==> src/rtl/xdiv_pkg.sv <==
package xdiv_pkg;

  typedef enum logic [1:0] {
    FLT_NONE    = 2'b00,
    FLT_BADREG  = 2'b01,
    FLT_DIVZERO = 2'b10
  } xdiv_flt_e;

  typedef enum logic {
    ST_IDLE = 1'b0,
    ST_RUN  = 1'b1
  } xdiv_st_e;

endpackage

==> src/rtl/xdiv_rst_sync.sv <==
module xdiv_rst_sync (
  input  logic clk,
  input  logic arst_n,
  output logic rst_q_n
);

  logic meta_q;
  logic hold_q;

  always_ff @(posedge clk or negedge arst_n) begin
    if (!arst_n) begin
      meta_q <= 1'b0;
      hold_q <= 1'b0;
    end else begin
      meta_q <= 1'b1;
      hold_q <= meta_q;
    end
  end

  assign rst_q_n = hold_q;

endmodule

==> src/rtl/xdiv_screen.sv <==
module xdiv_screen
  import xdiv_pkg::*;
#(
  parameter int DW = 32,
  parameter int RW = 5
) (
  input  logic [RW-1:0] dvd_reg,
  input  logic [RW-1:0] dst_reg,
  input  logic [DW-1:0] divisor,
  output xdiv_flt_e     fault
);

  logic reg_odd;
  logic dvs_zero;

  assign reg_odd  = dvd_reg[0] | dst_reg[0];
  assign dvs_zero = (divisor == '0);

  // register alignment outranks the zero-divisor test
  always_comb begin
    if (reg_odd)       fault = FLT_BADREG;
    else if (dvs_zero) fault = FLT_DIVZERO;
    else               fault = FLT_NONE;
  end

endmodule

==> src/rtl/xdiv_ctrl.sv <==
module xdiv_ctrl
  import xdiv_pkg::*;
#(
  parameter int DDW = 64
) (
  input  logic      clk,
  input  logic      rst_n,
  input  logic      start,
  input  xdiv_flt_e fault_in,
  output logic      accept,
  output logic      load,
  output logic      step,
  output logic      busy,
  output logic      done,
  output xdiv_flt_e code
);

  localparam int CW = $clog2(DDW);
  localparam logic [CW-1:0] LAST = CW'(DDW - 1);

  xdiv_st_e      st_q, st_n;
  logic [CW-1:0] cnt_q, cnt_n;
  logic          done_q, done_n;
  xdiv_flt_e     code_q;
  logic          last;

  assign last   = (cnt_q == LAST);
  assign accept = (st_q == ST_IDLE) && start;
  assign load   = accept && (fault_in == FLT_NONE);
  assign step   = (st_q == ST_RUN);

  always_comb begin
    st_n   = st_q;
    cnt_n  = cnt_q;
    done_n = 1'b0;
    case (st_q)
      ST_IDLE: begin
        if (accept) begin
          if (fault_in != FLT_NONE) begin
            done_n = 1'b1;
          end else begin
            st_n  = ST_RUN;
            cnt_n = '0;
          end
        end
      end
      ST_RUN: begin
        cnt_n = cnt_q + 1'b1;
        if (last) begin
          st_n   = ST_IDLE;
          done_n = 1'b1;
        end
      end
      default: st_n = ST_IDLE;
    endcase
  end

  always_ff @(posedge clk or negedge rst_n) begin
    if (!rst_n) begin
      st_q   <= ST_IDLE;
      cnt_q  <= '0;
      done_q <= 1'b0;
      code_q <= FLT_NONE;
    end else begin
      st_q   <= st_n;
      cnt_q  <= cnt_n;
      done_q <= done_n;
      if (accept) code_q <= fault_in;
    end
  end

  assign busy = (st_q == ST_RUN);
  assign done = done_q;
  assign code = code_q;

endmodule

==> src/rtl/xdiv_core.sv <==
module xdiv_core #(
  parameter int DW = 32
) (
  input  logic          clk,
  input  logic          load,
  input  logic          step,
  input  logic [DW-1:0] dvd_lo,
  input  logic [DW-1:0] dvd_hi,
  input  logic [DW-1:0] divisor,
  output logic [DW-1:0] rem_o,
  output logic [DW-1:0] quo_o,
  output logic          ovf_o
);

  localparam int DDW = 2 * DW;

  logic [DDW-1:0] dq_q, dq_n;
  logic [DW-1:0]  rem_q, rem_n;
  logic [DW-1:0]  dvs_q;
  logic           ovf_q;
  logic [DW:0]    trial;
  logic [DW:0]    diff;
  logic           fits;

  // one restoring iteration: bring in the next dividend bit, try the subtract
  always_comb begin
    trial = {rem_q, dq_q[DDW-1]};
    diff  = trial - {1'b0, dvs_q};
    fits  = (trial >= {1'b0, dvs_q});
    rem_n = fits ? diff[DW-1:0] : trial[DW-1:0];
    dq_n  = {dq_q[DDW-2:0], fits};
  end

  always_ff @(posedge clk) begin
    if (load) begin
      dq_q  <= {dvd_hi, dvd_lo};
      rem_q <= '0;
      dvs_q <= divisor;
      ovf_q <= (dvd_hi >= divisor);
    end else if (step) begin
      dq_q  <= dq_n;
      rem_q <= rem_n;
    end
  end

  assign rem_o = rem_q;
  assign quo_o = dq_q[DW-1:0];
  assign ovf_o = ovf_q;

endmodule

==> src/rtl/xdiv_wb.sv <==
module xdiv_wb
  import xdiv_pkg::*;
#(
  parameter int DW = 32,
  parameter int RW = 5
) (
  input  logic          clk,
  input  logic          accept,
  input  logic [RW-1:0] dst_reg,
  input  logic          done,
  input  xdiv_flt_e     code,
  input  logic [DW-1:0] rem_i,
  input  logic [DW-1:0] quo_i,
  input  logic          ovf_i,
  output logic          flt_valid,
  output logic [1:0]    flt_code,
  output logic          ovf,
  output logic          rem_we,
  output logic [RW-1:0] rem_addr,
  output logic [DW-1:0] rem_data,
  output logic          quo_we,
  output logic [RW-1:0] quo_addr,
  output logic [DW-1:0] quo_data
);

  logic [RW-1:0] dst_q;
  logic          wr;

  always_ff @(posedge clk) begin
    if (accept) dst_q <= dst_reg;
  end

  always_comb begin
    wr        = done && (code == FLT_NONE);
    flt_valid = done && (code != FLT_NONE);
    flt_code  = flt_valid ? code : FLT_NONE;
    ovf       = wr && ovf_i;
    rem_we    = wr;
    quo_we    = wr;
    rem_addr  = dst_q;
    quo_addr  = dst_q + RW'(1);
    rem_data  = wr ? rem_i : '0;
    quo_data  = wr ? quo_i : '0;
  end

endmodule

==> src/rtl/xdiv_unit.sv <==
module xdiv_unit
  import xdiv_pkg::*;
#(
  parameter int DW = 32,
  parameter int RW = 5
) (
  input  logic          clk,
  input  logic          rst_n,
  input  logic          start,
  input  logic [RW-1:0] dvd_reg,
  input  logic [RW-1:0] dst_reg,
  input  logic [DW-1:0] divisor,
  input  logic [DW-1:0] dvd_lo,
  input  logic [DW-1:0] dvd_hi,
  output logic          busy,
  output logic          done,
  output logic          flt_valid,
  output logic [1:0]    flt_code,
  output logic          ovf,
  output logic          rem_we,
  output logic [RW-1:0] rem_addr,
  output logic [DW-1:0] rem_data,
  output logic          quo_we,
  output logic [RW-1:0] quo_addr,
  output logic [DW-1:0] quo_data
);

  localparam int DDW = 2 * DW;

  logic          rst_q_n;
  xdiv_flt_e     fault;
  xdiv_flt_e     code;
  logic          accept;
  logic          load;
  logic          step;
  logic [DW-1:0] rem_w;
  logic [DW-1:0] quo_w;
  logic          ovf_w;

  xdiv_rst_sync u_rst (
    .clk     (clk),
    .arst_n  (rst_n),
    .rst_q_n (rst_q_n)
  );

  xdiv_screen #(.DW(DW), .RW(RW)) u_screen (
    .dvd_reg (dvd_reg),
    .dst_reg (dst_reg),
    .divisor (divisor),
    .fault   (fault)
  );

  xdiv_ctrl #(.DDW(DDW)) u_ctrl (
    .clk      (clk),
    .rst_n    (rst_q_n),
    .start    (start),
    .fault_in (fault),
    .accept   (accept),
    .load     (load),
    .step     (step),
    .busy     (busy),
    .done     (done),
    .code     (code)
  );

  xdiv_core #(.DW(DW)) u_core (
    .clk     (clk),
    .load    (load),
    .step    (step),
    .dvd_lo  (dvd_lo),
    .dvd_hi  (dvd_hi),
    .divisor (divisor),
    .rem_o   (rem_w),
    .quo_o   (quo_w),
    .ovf_o   (ovf_w)
  );

  xdiv_wb #(.DW(DW), .RW(RW)) u_wb (
    .clk       (clk),
    .accept    (accept),
    .dst_reg   (dst_reg),
    .done      (done),
    .code      (code),
    .rem_i     (rem_w),
    .quo_i     (quo_w),
    .ovf_i     (ovf_w),
    .flt_valid (flt_valid),
    .flt_code  (flt_code),
    .ovf       (ovf),
    .rem_we    (rem_we),
    .rem_addr  (rem_addr),
    .rem_data  (rem_data),
    .quo_we    (quo_we),
    .quo_addr  (quo_addr),
    .quo_data  (quo_data)
  );

endmodule

==> config.mk <==
export PLATFORM = sky130hd
export DESIGN_NAME = xdiv_unit
export DESIGN_NICKNAME = d
export VERILOG_FILES = /design/src/rtl/xdiv_pkg.sv /design/src/rtl/xdiv_rst_sync.sv /design/src/rtl/xdiv_screen.sv /design/src/rtl/xdiv_ctrl.sv /design/src/rtl/xdiv_core.sv /design/src/rtl/xdiv_wb.sv /design/src/rtl/xdiv_unit.sv
export SDC_FILE = /design/constraint.sdc
export NUM_CORES = 1
export LEC_CHECK = 0
export ABC_AREA = 1
export CORE_MARGIN = 10
export CORE_UTILIZATION = 30
export DETAILED_ROUTE_END_ITERATION = 7
export MAX_ROUTING_LAYER = met4
export PLACE_DENSITY = 0.51
export SYNTH_ARGS = -nofsm -noshare
export SYNTH_HDL_FRONTEND = slang
export SYNTH_HIERARCHICAL = 1
export SYNTH_SLANG_ARGS = --single-unit
==> constraint.sdc <==
create_clock -name clk -period 1.2 [get_ports clk]
set_input_delay 0.24 -clock clk [delete_from_list [all_inputs] [get_ports clk]]
set_output_delay 0.24 -clock clk [all_outputs]
set_load 0.03 [all_outputs]
==> summary.txt, run 1 <==
Detailed routing
  • Number of vias in the routed layout: 11070
  • Final wirelength: 41030 um
  • TritonRoute pass-1 iters: 7
  • Vias/cell: 4.471
  • Antenna-violating nets left: 0
  • 1st-iter DRT viols: 660
  • Post-route DRC: 0
  • WL per Instance: 16.58 um

Logic synthesis
  • Cell area after synthesis: 10620 um2
  • Synth async-reset ratio: 8.219%
  • Yosys warning total: 6
  • Seq/Total Area, Yosys: 37.69%
  • Top_reg_cell synth: edfxtp_1
  • Synth Net Count: 1693
  • Mean Syn Cell Area: 7.002 um2
  • Post-synth EDFFs: 102
  • Yosys cell types: 39
  • Cells after Synth: 1517
  • FF+latch count, synth: 146

Global route
  • Initial antenna violation count: 0
  • GRT overflow: 0
  • First-pass GRT wire length: 64000 um
  • Largest net degree at the start of global routing: 33
  • Number of global-route vias before repair: 11560
  • Total Routing Usage GR: 19.39%

Floorplanning
  • I/O pin total: 191
  • Initial Utilization: 30.60%
  • Die W: 208.2 um
  • Row cnt: 68
  • Core ar.: 34710 um2
  • Die Area: 43330 um2
  • Die Ht: 208.2 um

Clocking
  • Root Buffer Master: clkbuf_16
  • Max Buffers Root-to-Sink: 2
  • H-tree depth: 4
  • Clock sinks: 146
  • Worst-Skew Late Latency: 0.44 ns
  • CTS tree: built
  • TritonCTS buffer count: 17
  • CTS clk-pin slew, worst paths: 0.07 ns

Placed design
  • Placed insts: 2354
  • PortBufs: 186
  • DP Area: 15240 um2
  • HPWL Detailed: 29650 um
  • Placer Congestion: 0.9147

Cells and area
  • Ant diodes: 0
  • Layout cells sized above 1: 40.20%
  • Cell Count, Final, Fillers Out: 2475
  • Area Overhead vs Synth: 75.56%
  • Post-layout util: 53.72%
  • Final nets: 2183
  • Design Area, Final: 18650 um2

Timing
  • Min Tclk post-route: 2.145 ns
  • Final hold viol count: 0
  • Worst setup slack after layout: -0.9446 ns
  • Final Cycle Share: 178.7%
  • Final setup vio count: 280
  • RSZ-0062 raised after global routing: yes
  • Clock skew: 0.01101 ns
  • Final Max Tran Viols: 0
  • Max Fclk: 466.3 MHz

Worst setup path
  • Reg2reg setup slack: -0.94 ns
  • Req. time, crit path: 1.54 ns
  • Critical path class: reg2reg
  • Worst Path Arrival: 2.48 ns
  • Worst setup EP type: flip-flop
  • Startpoint Class: flip-flop
  • Critical path fanouts, max: 8

Power and ir drop
  • Pleak: 9.392 nW
  • PwrDens: 2275 nW/um2
  • Max VDD drop: 1191 uV

Job
  • Maxcap violations: 0

Status
  • Outcome: complete, but fails checks
  • Failing checks: setup timing

Hold path
  • Hold Crit Class: in2reg
==> cell usage in the layout, fill, tap and decap left out, types with 15 or more instances in the layout <==
master / netlist / layout
nor2_4: 12 / 79
nand2_2: 7 / 71
dfxtp_1: 32 / 32
inv_2: 2 / 32
nand3_1: 91 / 66
buf_4: 37 / 275
clkbuf_16: 0 / 17
nor2_2: 41 / 26
nor2_1: 88 / 36
edfxtp_1: 102 / 102
a21oi_1: 39 / 33
nand2_4: 1 / 24
buf_12: 0 / 47
ha_4: 0 / 32
buf_2: 8 / 25
clkdlybuf4s50_1: 0 / 70
ha_1: 66 / 32
nand2_1: 554 / 464
buf_16: 0 / 31
inv_1: 297 / 264
buf_6: 10 / 76
nand4_1: 15 / 15
nand3_2: 1 / 23
==> synth_stat cells (13+ instances only) <==
library cell	number	area [um2]
nand2_1	554	2079
inv_1	297	1115
edfxtp_1	102	3063
nand3_1	91	455.4
nor2_1	88	330.3
ha_1	66	825.8
nor2_2	41	256.5
a21oi_1	39	195.2
buf_4	37	277.8
dfxtp_1	32	640.6
clkbuf_1	15	56.30
nand4_1	15	93.84
nand3b_1	14	105.1
o21ai_0	13	65.06
xnor2_1	13	113.9
==> per-layer routing <==
layer,vias up,wire [um],track usage (%)
li1,5634,-,-
met1,5188,17990,23.14
met2,213,20880,33.33
met3,30,1549,3.145
met4,0,611,4.882
met5,-,0,-
==> worst max-delay path: stages (launching register included) <==
cell	delay [ns]
edfxtp_1	0.36
inv_2	0.08
ha_4	0.32
nand2_4	0.07
nor2_4	0.14
nand2_2	0.09
nor2_4	0.10
nand2_2	0.09
nor2_4	0.11
nor2_4	0.05
buf_12	0.14
nand2_8	0.11
buf_12	0.15
nand3_1	0.09
nand2_1	0.07
nand2_1	0.04
==> through the flow <==
stage	power, mW	hold slack [ns]	setup slack (ns)	TNS, ns
after floorplan	22.04	-0.05559	-1.190	-210.47
after global placement	30.17	0.1918	-1.185	-240.57
after detailed placement	30.42	0.1986	-1.238	-252.95
after CTS	41.64	0.05920	-0.9600	-158.30
after global routing	45.79	0.07199	-1.038	-183.72
final	42.42	0.08650	-0.9446	-160.87
==> registers in the layout, summed over array words and instances (netlist names), 2 cells and up <==
register and cells:
u_ctrl/code 2, u_core/dq_q 64, u_wb/rem_addr 5, u_ctrl/cnt_q 6, u_core/rem_o 32, u_core/dvs_q 32
==> cells by family after synthesis <==
logic type / share of synthesized area (%)
AOI/OAI and AO/OA: 3.746
xor gates and xnor gates: 1.237
adders and majority gates: 7.962
buffers and inverters: 15.32
DFF: 37.69
other: 0.03530
and+or+nand+nor: 34.00
==> final cells by class <==
class                           count  area, um2
Timing Repair Buffer              541       5823
Fill cell                        3263      16060
Timing Repair inverter              1      6.256
Clock buffer                       17      425.4
Sequential cell                   146       4005
Tap cell                          455      569.3
Multi-Input combinational cell    998       6484
Clock inverter                     15      168.9
Inverter                          302       1167
==> repair_timing <==
item	4_1_cts	5_1_grt
buffers inserted	50	5
hold buffers	2	0
endpoints found under the setup margin	284	284
hold endpoints to repair	3	0
pin swaps	88	33
gates cloned	35	0
gates resized for setup	434	83
==> path summary, 6_finish.rpt <==
check / from / to / cells after the start
max reg2reg: u_core/dvs_q[16]$_DFFE_PP_ / u_core/rem_o[29]$_SDFFE_PP0P_ / 15
min reg2reg: u_rst/rst_q_n$_DFF_PN0_ / u_ctrl/busy$_DFF_PN0_ / 0
max: u_core/dvs_q[16]$_DFFE_PP_ / u_core/rem_o[29]$_SDFFE_PP0P_ / 15
max in group asynchronous: rst_n / u_rst/meta_q$_DFF_PN0_ / 2
min in group asynchronous: u_rst/rst_q_n$_DFF_PN0_ / u_ctrl/busy$_DFF_PN0_ / 0
min: divisor[23] / u_core/dvs_q[23]$_DFFE_PP_ / 2
==> power by group <==
part | leakage (nW) | internal, mW | total (mW) | switching (mW)
clock | 0.290 | 2.97 | 5.45 | 2.48
sequential | 1.42 | 8.08 | 9.49 | 1.42
combinational | 7.69 | 13.3 | 27.5 | 14.1
Power figures use the tool's default switching activity.
==> run 2, diff against run 1 <==
- CORE_ASPECT_RATIO: default -> 1.5
==> run 2 against run 1 <==
Against the previous run:
- the flow still finishes with violations (setup timing)
- combinational power increased by 8.4%
- first-iteration DRC count decreased by 25%
- critical path depth increased by 1
- largest power group unchanged
==> summary.txt, run 2 (same netlist as run 1, synthesis figures left out) <==
Power and ir drop
  • Max VDD drop: 1014 uV
  • Clock power frac: 11.5%
  • Switching share of power: 43.43%
  • P_int: 25.35 mW
  • Sequential power share: 22.1%
  • PwrDens: 2245 nW/um2
  • Gate power share: 66.4%
  • Pleak: 9.932 nW
  • Sw Pwr: 19.47 mW

Clocking
  • TritonCTS buffer count: 17
  • Max Buffers Root-to-Sink: 2
  • Clock sinks: 146
  • CTS clk-pin slew, worst paths: 0.07 ns
  • CTS tree: built
  • H-tree depth: 4
  • Root Buffer Master: clkbuf_16
  • Worst-Skew Late Latency: 0.45 ns

Detailed routing
  • WL per Instance: 17.59 um
  • Final wirelength: 43860 um
  • Vias/cell: 4.494
  • Number of vias in the routed layout: 11210
  • TritonRoute pass-1 iters: 4
  • Post-route DRC: 0
  • 1st-iter DRT viols: 493
  • Antenna-violating nets left: 0

Placed design
  • HPWL Detailed: 29960 um
  • Placed insts: 2376
  • Placer Congestion: 0.9025
  • PortBufs: 186

Worst setup path
  • Slowest cell on crit path: edfxtp_1
  • Slowest Stage Delay on Critical Path: 0.40 ns
  • Critical path fanouts, max: 11
  • Worst Path Arrival: 2.42 ns
  • Worst setup EP type: flip-flop
  • Req. time, crit path: 1.54 ns
  • CP startpoint: u_core/dvs_q[20]$_DFFE_PP_
  • Critical-path cell list: inv_2, ha_4, nand2_2, nand2_2, inv_2, nand2_2, nand2_2, nand2_2, nand2_2, nand2_2, nor2_4, buf_6, buf_8, nand3b_1, nand3_2, nand2_1
  • Startpoint Class: flip-flop
  • Critical path class: reg2reg
  • Most frequent CP cell: nand2_2
  • Reg-to-reg startpoint: u_core/dvs_q[20]$_DFFE_PP_

Global route
  • First-pass GRT wire length: 64030 um
  • Total Routing Usage GR: 19.43%
  • Number of global-route vias before repair: 11780
  • GRT overflow: 0
  • Largest net degree at the start of global routing: 26
  • Initial antenna violation count: 6

Job
  • Maxcap violations: 0

Cells and area
  • Area Overhead vs Synth: 87.93%
  • Max reg flops: 64
  • Layout cells sized above 1: 51.79%
  • Most flops, register: u_core/dq_q
  • Final nets: 2180
  • Commonest non-fill, non-tap cells in the layout: 315 x nand2_1, 250 x buf_4, 247 x inv_1
  • Cell Count, Final, Fillers Out: 2494
  • Leading cell type in the layout, fill and taps excluded: nand2_1

Floorplanning
  • Initial Utilization: 30.35%
  • I/O pin total: 191
  • Die Ht: 250.5 um
  • Row cnt: 84
  • Die W: 173.6 um
  • Die Area: 43490 um2
  • Core ar.: 35000 um2

Hold path
  • Hold Crit Class: in2reg
  • Hold Startpoint: divisor[29]

Status
  • Outcome: complete, but fails checks
  • Failing checks: setup timing

Timing
  • Max Fclk: 480.6 MHz
  • Min Tclk post-route: 2.081 ns
  • Worst setup slack after layout: -0.8809 ns
  • Final Max Tran Viols: 0
  • Final Cycle Share: 173.4%
  • Final hold viol count: 0
  • Worst hold slack: 0.07084 ns
  • Clock skew: 0.01647 ns
  • RSZ-0062 raised after global routing: yes
  • Final setup vio count: 276
run 2: metal layers:
metal  global-route usage (%)  wire, um  vias to the layer above  share of wire [%]
li1                         -         -                     5618                  -
met1                    19.50     16400                     5282                 37
met2                    36.95     24510                      219                 56
met3                    2.454      1143                       89                2.6
met4                    8.254      1805                        0                4.1
met5                        -         0                        -                  0
run 2: power groups by stage:
stage	Combinational (mW)	Clock, mW	Sequential (mW)
finish	29.8	5.17	9.88
detailed placement	21.3	0	9.26
CTS	26.1	5.23	9.59
global placement	21.0	0	9.32
floorplan	12.9	0	9.12
global route	32.2	5.42	10.1
run 2: stage by stage:
stage	TNS, ns	total power, mW	area [um2]	setup WS (ns)	util (%)
detailed placement	-297.11	30.57	15330	-1.525	43.81
floorplan	-210.47	22.04	11220	-1.190	-
global route	-170.72	47.75	19960	-0.9855	57.04
CTS	-145.90	40.87	18300	-0.9229	52.28
global placement	-285.22	30.36	15330	-1.455	43.81
finish	-156.47	44.82	19960	-0.8809	57.04
run 2: area by class of cell:
type / instances / area, um2
fillers: 3134 / 15040
multi-input cells: 998 / 7607
repair buffers: 538 / 6008
flip-flops and latches: 146 / 4005
inverters: 302 / 1167
well taps: 473 / 591.8
clock buffers: 18 / 429.2
clock inverters: 13 / 111.4
repair inverters: 1 / 30.03
diodes: 5 / 12.51
run 2: worst max-delay path, delay by kind of cell (launching register included):
family	cells	cell delay, ns
and+or+nand+nor	11	0.91
adders and majority gates	1	0.22
buffers and inverters	4	0.45
DFF	1	0.40
run 2: worst paths after layout:
| path | cells past startpoint | slack (ns) | to |
|---|---|---|---|
| worst max-delay path | 16 | -0.88 | u_core/rem_o[19]$_SDFFE_PP0P_ |
| worst max register to register | 16 | -0.88 | u_core/rem_o[19]$_SDFFE_PP0P_ |
| worst min-delay path | 2 | 0.07 | u_core/dvs_q[29]$_DFFE_PP_ |
| min in group asynchronous | 0 | 0.18 | u_ctrl/code[0]$_DFFE_PN0P_ |
| max in group asynchronous | 2 | 0.58 | u_rst/rst_q_n$_DFF_PN0_ |
| worst min register to register | 0 | 0.18 | u_ctrl/code[0]$_DFFE_PN0P_ |
run 2: timing repair:
item | in CTS | in global routing
pin swaps | 106 | 143
hold endpoints to repair | 3 | 0
resized for setup | 492 | 439
hold buffers | 2 | 0
setup endpoints to repair | 285 | 283
setup buffers | 32 | 30
cloned | 29 | 10
